**src/rtl/xw_pkg.sv**
```systemverilog
package xw_pkg;
    localparam int CODE_W      = 5;
    localparam int PG_BITS     = 12;
    localparam int SP_BITS     = 22;
    localparam int BIT_PRESENT = 2;
    localparam int BIT_RD      = 8;
    localparam int BIT_WR      = 7;
    localparam int BIT_EX      = 6;

    typedef enum logic [1:0] {
        ACC_READ  = 2'd0,
        ACC_WRITE = 2'd1,
        ACC_EXEC  = 2'd2,
        ACC_RSVD  = 2'd3
    } acc_e;

    typedef enum logic [1:0] {
        DT_TABLE = 2'd0,
        DT_BAD1  = 2'd1,
        DT_BAD2  = 2'd2,
        DT_SUPER = 2'd3
    } dtype_e;

    typedef enum logic [1:0] {
        WS_IDLE = 2'd0,
        WS_LVL1 = 2'd1,
        WS_LVL2 = 2'd2
    } wstate_e;

    localparam logic [CODE_W-1:0] FC_SUPER_MISS = 5'h0B;
    localparam logic [CODE_W-1:0] FC_TABLE_MISS = 5'h05;
    localparam logic [CODE_W-1:0] FC_PAGE_MISS  = 5'h08;
    localparam logic [CODE_W-1:0] FC_NO_RD      = 5'h11;
    localparam logic [CODE_W-1:0] FC_NO_WR      = 5'h12;
    localparam logic [CODE_W-1:0] FC_NO_EX      = 5'h13;
endpackage

```
**src/rtl/xw_bypass.sv**
```systemverilog
module xw_bypass #(
    parameter int AW = 32
) (
    input  logic          mmu_on,
    input  logic          user,
    input  logic [AW-1:0] va,
    output logic          take,
    output logic [AW-1:0] pa
);
    localparam logic [AW-1:0] TOP_BIT = {1'b1, {(AW-1){1'b0}}};

    always_comb begin
        take = !mmu_on || (!user && !va[AW-1]);
        pa   = mmu_on ? (va | TOP_BIT) : va;
    end
endmodule

```
**src/rtl/xw_addr_gen.sv**
```systemverilog
module xw_addr_gen
    import xw_pkg::*;
#(
    parameter int AW = 32
) (
    input  logic [AW-PG_BITS-1:0] base_hi,
    input  logic [AW-SP_BITS-1:0] new_va_hi,
    input  logic [AW-1:0]         cur_va,
    input  logic [AW-PG_BITS-1:0] desc_hi,
    output logic [AW-1:0]         l1_addr,
    output logic [AW-1:0]         l2_addr,
    output logic [AW-1:0]         sp_pa,
    output logic [AW-1:0]         pg_pa
);
    localparam int SP_HI_W = AW - SP_BITS;

    always_comb begin
        l1_addr = {base_hi, new_va_hi, 2'b00};
        l2_addr = {desc_hi, cur_va[SP_BITS-1:PG_BITS], 2'b00};
        sp_pa   = {desc_hi[AW-PG_BITS-1 -: SP_HI_W], cur_va[SP_BITS-1:0]};
        pg_pa   = {desc_hi, cur_va[PG_BITS-1:0]};
    end
endmodule

```
**src/rtl/xw_perm_chk.sv**
```systemverilog
module xw_perm_chk
    import xw_pkg::*;
(
    input  logic [2:0]        rwx,
    input  logic [1:0]        acc,
    input  logic              user,
    output logic              deny,
    output logic [CODE_W-1:0] code
);
    always_comb begin
        deny = 1'b0;
        code = '0;
        if (user) begin
            unique case (acc_e'(acc))
                ACC_WRITE: begin deny = !rwx[1]; code = FC_NO_WR; end
                ACC_EXEC:  begin deny = !rwx[0]; code = FC_NO_EX; end
                default:   begin deny = !rwx[2]; code = FC_NO_RD; end
            endcase
        end
    end
endmodule

```
**src/rtl/xw_walker.sv**
```systemverilog
module xw_walker
    import xw_pkg::*;
#(
    parameter int AW = 32
) (
    input  logic              clk,
    input  logic              rst_n,
    input  logic              req_valid,
    input  logic [AW-1:0]     req_va,
    input  logic [1:0]        req_acc,
    input  logic              req_user,
    input  logic              mmu_on,
    input  logic [AW-1:0]     tbl_base,
    output logic              mem_req,
    output logic [AW-1:0]     mem_addr,
    input  logic              mem_ack,
    input  logic [AW-1:0]     mem_rdata,
    output logic              busy,
    output logic              done,
    output logic [AW-1:0]     pa,
    output logic              big_page,
    output logic              grant_rd,
    output logic              grant_wr,
    output logic              grant_ex,
    output logic              fault,
    output logic              illegal,
    output logic              iabort,
    output logic              dabort,
    output logic [CODE_W-1:0] fault_status,
    output logic [AW-1:0]     fault_addr
);
    typedef struct packed {
        wstate_e            st;
        logic [AW-1:0]      va;
        logic [1:0]         acc;
        logic               user;
        logic               mem_req;
        logic [AW-1:0]      mem_addr;
        logic               done;
        logic [AW-1:0]      pa;
        logic               big;
        logic [2:0]         rwx;
        logic               fault;
        logic               illegal;
        logic               iab;
        logic               dab;
        logic [CODE_W-1:0]  fsr;
        logic [AW-1:0]      far;
    } regs_t;

    regs_t r_q, r_d;

    logic          byp_take;
    logic [AW-1:0] byp_pa;
    logic [AW-1:0] l1_addr, l2_addr, sp_pa, pg_pa;
    logic          perm_deny;
    logic [CODE_W-1:0] perm_code;
    logic          unused_bits;

    assign unused_bits = ^{tbl_base[PG_BITS-1:0],
                           mem_rdata[PG_BITS-1:BIT_RD+1],
                           mem_rdata[BIT_EX-1:BIT_PRESENT+1]};

    xw_bypass #(.AW(AW)) i_bypass (
        .mmu_on (mmu_on),
        .user   (req_user),
        .va     (req_va),
        .take   (byp_take),
        .pa     (byp_pa)
    );

    xw_addr_gen #(.AW(AW)) i_addr (
        .base_hi   (tbl_base[AW-1:PG_BITS]),
        .new_va_hi (req_va[AW-1:SP_BITS]),
        .cur_va    (r_q.va),
        .desc_hi   (mem_rdata[AW-1:PG_BITS]),
        .l1_addr   (l1_addr),
        .l2_addr   (l2_addr),
        .sp_pa     (sp_pa),
        .pg_pa     (pg_pa)
    );

    xw_perm_chk i_perm (
        .rwx  (mem_rdata[BIT_RD:BIT_EX]),
        .acc  (r_q.acc),
        .user (r_q.user),
        .deny (perm_deny),
        .code (perm_code)
    );

    always_comb begin
        logic              end_ok;
        logic              end_flt;
        logic              end_ill;
        logic [CODE_W-1:0] fcode;
        logic [AW-1:0]     ok_pa;
        logic              ok_big;
        logic              present;
        dtype_e            dtype;

        r_d     = r_q;
        r_d.done    = 1'b0;
        r_d.fault   = 1'b0;
        r_d.illegal = 1'b0;
        r_d.iab     = 1'b0;
        r_d.dab     = 1'b0;
        end_ok  = 1'b0;
        end_flt = 1'b0;
        end_ill = 1'b0;
        fcode   = '0;
        ok_pa   = pg_pa;
        ok_big  = 1'b0;
        present = mem_rdata[BIT_PRESENT];
        dtype   = dtype_e'(mem_rdata[1:0]);

        unique case (r_q.st)
            WS_IDLE: begin
                if (req_valid) begin
                    r_d.va   = req_va;
                    r_d.acc  = req_acc;
                    r_d.user = req_user;
                    if (byp_take) begin
                        r_d.done = 1'b1;
                        r_d.pa   = byp_pa;
                        r_d.big  = 1'b0;
                        r_d.rwx  = 3'b111;
                    end else begin
                        r_d.st       = WS_LVL1;
                        r_d.mem_req  = 1'b1;
                        r_d.mem_addr = l1_addr;
                    end
                end
            end
            WS_LVL1: begin
                if (mem_ack) begin
                    unique case (dtype)
                        DT_SUPER: begin
                            if (!present) begin
                                end_flt = 1'b1;
                                fcode   = FC_SUPER_MISS;
                            end else begin
                                end_ok = 1'b1;
                                ok_pa  = sp_pa;
                                ok_big = 1'b1;
                            end
                        end
                        DT_TABLE: begin
                            if (!present) begin
                                end_flt = 1'b1;
                                fcode   = FC_TABLE_MISS;
                            end else begin
                                r_d.st       = WS_LVL2;
                                r_d.mem_addr = l2_addr;
                            end
                        end
                        default: end_ill = 1'b1;
                    endcase
                end
            end
            WS_LVL2: begin
                if (mem_ack) begin
                    if (!present) begin
                        end_flt = 1'b1;
                        fcode   = FC_PAGE_MISS;
                    end else if (dtype != DT_TABLE) begin
                        end_ill = 1'b1;
                    end else begin
                        end_ok = 1'b1;
                        ok_pa  = pg_pa;
                    end
                end
            end
            default: r_d.st = WS_IDLE;
        endcase

        if (end_ok && perm_deny) begin
            end_ok  = 1'b0;
            end_flt = 1'b1;
            fcode   = perm_code;
        end

        if (end_ok || end_flt || end_ill) begin
            r_d.st      = WS_IDLE;
            r_d.mem_req = 1'b0;
            r_d.done    = 1'b1;
        end
        if (end_ok) begin
            r_d.pa  = ok_pa;
            r_d.big = ok_big;
            r_d.rwx = mem_rdata[BIT_RD:BIT_EX];
        end
        if (end_flt) begin
            r_d.fault = 1'b1;
            r_d.fsr   = fcode;
            r_d.far   = r_q.va;
            r_d.iab   = (acc_e'(r_q.acc) == ACC_EXEC);
            r_d.dab   = (acc_e'(r_q.acc) != ACC_EXEC);
        end
        if (end_ill) begin
            r_d.illegal = 1'b1;
        end
    end

    always_ff @(posedge clk) begin
        if (!rst_n) begin
            r_q <= '0;
        end else begin
            r_q <= r_d;
        end
    end

    assign busy         = (r_q.st != WS_IDLE);
    assign mem_req      = r_q.mem_req;
    assign mem_addr     = r_q.mem_addr;
    assign done         = r_q.done;
    assign pa           = r_q.pa;
    assign big_page     = r_q.big;
    assign grant_rd     = r_q.rwx[2];
    assign grant_wr     = r_q.rwx[1];
    assign grant_ex     = r_q.rwx[0];
    assign fault        = r_q.fault;
    assign illegal      = r_q.illegal;
    assign iabort       = r_q.iab;
    assign dabort       = r_q.dab;
    assign fault_status = r_q.fsr;
    assign fault_addr   = r_q.far;
endmodule

```
**config.mk**
```make
export PLATFORM = sky130hd
export DESIGN_NAME = xw_walker
export DESIGN_NICKNAME = d
export VERILOG_FILES = /design/src/rtl/xw_pkg.sv /design/src/rtl/xw_bypass.sv /design/src/rtl/xw_addr_gen.sv /design/src/rtl/xw_perm_chk.sv /design/src/rtl/xw_walker.sv
export SDC_FILE = /design/constraint.sdc
export NUM_CORES = 1
export LEC_CHECK = 0
export BUFFER_PORTS_ARGS = -buffer_cell sky130_fd_sc_hd__buf_4
export CAP_MARGIN = 20
export CORE_UTILIZATION = 47
export DETAILED_ROUTE_END_ITERATION = 7
export HOLD_SLACK_MARGIN = 0.05
export PLACE_DENSITY = 0.86
export SYNTH_ARGS = -nofsm -noshare
export SYNTH_HDL_FRONTEND = slang
export SYNTH_SLANG_ARGS = --single-unit
```
**constraint.sdc**
```tcl
create_clock -name clk -period 1.85 [get_ports clk]
set_input_delay 0.185 -clock clk [delete_from_list [all_inputs] [get_ports clk]]
set_output_delay 0.185 -clock clk [all_outputs]
set_load 0.1 [all_outputs]
```
==> flow_summary.yaml <==
clock_tree:
  cts.sinks: 146
  htreeDepth: 4
  clk_pin_slew_worst_paths_ps: 60
  worstSkewPairLatency_ps: 440
  cts_tree: "done"
  cts_root_buf: "clkbuf_16"
  cts_buffer_depth: 2
  numCtsBuffers: 17
synth:
  synthDistinctLibCells: 48
  synth-xor-area-share_pct: 0
  synthArstFlopShare_pct: 0
  synth_ff_type: "dfxtp_1"
  synthTopCellsByArea: "dfxtp_1 41%, nand2_1 11%, buf_4 11%, a311oi_1 6.2%, mux2i_1 6.1%"
  syn-cell-area_um2: 7160
  yosysTopAreaCell: "dfxtp_1"
  synth-edff-count: 0
  ys_seq_elements: 146
  synthAdderAreaFrac_pct: 1.57
  muxShareOfSynthArea_pct: 7.72
  synth_top_family_by_area: "simple AND/OR/NAND/NOR gates"
  synthSimpleGateAreaFrac_pct: 21.0
  avgSynthCellArea_um2: 8.37
  synth_compound_area_share_pct: 13.7
  syn_inst: 856
  ys_seq_area_share_pct: 40.8
  yosys_warnings: 0
  yosysTopAreaCellShare_pct: 40.8
worst_setup_path:
  rr_startpoint: "r_q[147]"
  worst-path-max-fanout: 5
  crit_type: "register to register"
  r2r_slack_ps: -180
  critical_path_arrival_ps: 2390
  setup.worst_path.start: "r_q[147]"
  worst_setup_path_start_kind: "register"
  required_ps: 2210
  crit_path_end_kind: "register"
floorplan:
  core_area_um2: 14700
  die_y_um: 125
  die-area_um2: 15700
  die_w_um: 125
  initial_utilization_pct: 48.7
  rows: 44
  io_pins: 216
global_route:
  grt_pass1_vias: 6668
  gr-total-overflow: 0
  grt_pass1_wl_um: 36000
  grt_max_degree: 79
  grt.total_usage_pct: 29.5
  antenna_found_initial: 0
final_layout:
  final_core_util_pct: 71.3
  post_route_cells_drive_above_1_share_pct: 35.8
  stdcell_count: 1237
  final_area_um2: 10500
  nets: 1155
  layout_common_cells: "232 x buf_4, 212 x nand2_1, 142 x dfxtp_1, 59 x dlygate4sd3_1, 44 x a21oi_1"
  final_common_cell: "buf_4"
  diodes: 0
  area_delta_synth_final_pct: 46.3
timing:
  min_period_over_period_pct: 110
  setup_violations: 80
  final_hold_viol_count: 0
  clock_skew_ps: 12.9
  rsz0062_at_grt: "true"
  fmaxAchievable_mhz: 492
  slew_violations: 0
  tightest_slew_ps: 632
  whs_ps: 57.0
  slew_headroom_pct: 57.9
  period_minus_slack_ps: 2030
  fin_tns_setup_ps: -5970
  fin_ws_ps: -182
worst_hold_path:
  worstHoldStart: "tbl_base[14]"
  min_path_type: "input port to register"
detailed_routing:
  wire_per_inst_um: 21.8
  vias: 7392
  drc: 12
  first_iter_violations: 818
  wl_um: 27000
  detail-route-antenna-nets: 0
  vias_per_cell: 5.98
  first_pass_iters: 8
status:
  status: "complete, but fails checks"
  violations: "design-rule violations, negative setup slack"
place:
  gp_congestion: 0.861
  portBuffers: 195
  pre_cts_slack_ps: -255
  hpwl_um: 14500
  dpl.cell_count: 1120
  dpl-instance-area_um2: 8350
power:
  irDropWorstVdd_mv: 0.939
  power.density_nw_per_um2: 1020
  power_mw: 10.7
  static-leakage-power_nw: 4.68
flow_run:
  drv_cap: 0
[worst paths after layout]
kind	endpoint	depth (start not counted)
setup / recovery	fault_addr[4]	9
hold / removal	mem_addr[14]	3
setup reg to reg	fault_addr[4]	9
hold reg to reg	fault_addr[25]	2
[critical path, stage by stage, from the launching register on]
cell	delay, ps
dfxtp_2	330
buf_6	120
ha_4	150
a22oi_2	300
nor3b_4	120
buf_4	160
a21oi_4	220
buf_12	180
buf_12	130
mux2i_4	230
[metal layers]
metal / share of wire (%) / vias up / global-route usage (%)
met5: 0 / - / 0
met3: 8.7 / 141 / 6.80
li1: - / 3232 / -
met1: 38 / 3489 / 35.9
met4: 6.7 / 0 / 17.4
met2: 47 / 530 / 47.7
[area by class of cell]
class	count	area (µm²)
fill	959	4220
multi-input combinational	537	3540
timing repair buffer	331	3080
sequential	146	2930
clock buffer	19	443
tap	184	230
clock inverter	11	210
inverter	9	42.5
[state kept, by name, summed over array words and instances (netlist names), 5 cells and up]
| register | count |
|---|---|
| fault_addr | 32 |
| fault_status | 5 |
| mem_addr | 30 |
| pa | 32 |
| r_q | 37 |
[Yosys cell counts (3+ instances only)]
master    number
mux2_2        10
o211a_1       11
a21oi_1       45
nand2_1      213
a311oi_1      51
mux2i_1       44
buf_2         11
nor3_1        24
o21ai_0        3
buf_4        106
nand3b_1      29
o22ai_1        3
ha_1           9
clkbuf_1      45
inv_1          8
dfxtp_1      146
nand3_1       17
a22oi_1        3
nor2_1        37
nor2b_1        3
[kinds of logic (layout without fill, tap and decap cells)]
| family | after synthesis | count (layout) |
|---|---|---|
| buffers and inverters | 175 | 370 |
| and+or+nand+nor | 340 | 341 |
| adders and majority gates | 9 | 9 |
| muxes | 54 | 54 |
| DFF | 146 | 146 |
| other | 1 | 2 |
| AOI/OAI and AO/OA | 131 | 131 |
[report_power, final]
| part | internal (mW) | total [mW] | switching [mW] |
|---|---|---|---|
| Sequential | 3.38 | 3.55 | 0.175 |
| Clock | 2.54 | 3.90 | 1.36 |
| Combinational | 0.998 | 3.20 | 2.20 |
| Total | 6.91 | 10.7 | 3.74 |
[repair_timing]
item | CTS | global route
setup endpoints to repair | 102 | 104
hold buffers | 59 | 0
hold endpoints to repair | 70 | 0
buffers inserted | 6 | 9
pin swaps | 4 | 44
gates cloned | 2 | 12
resized for setup | 16 | 86
(Power assumes the default switching activity.)
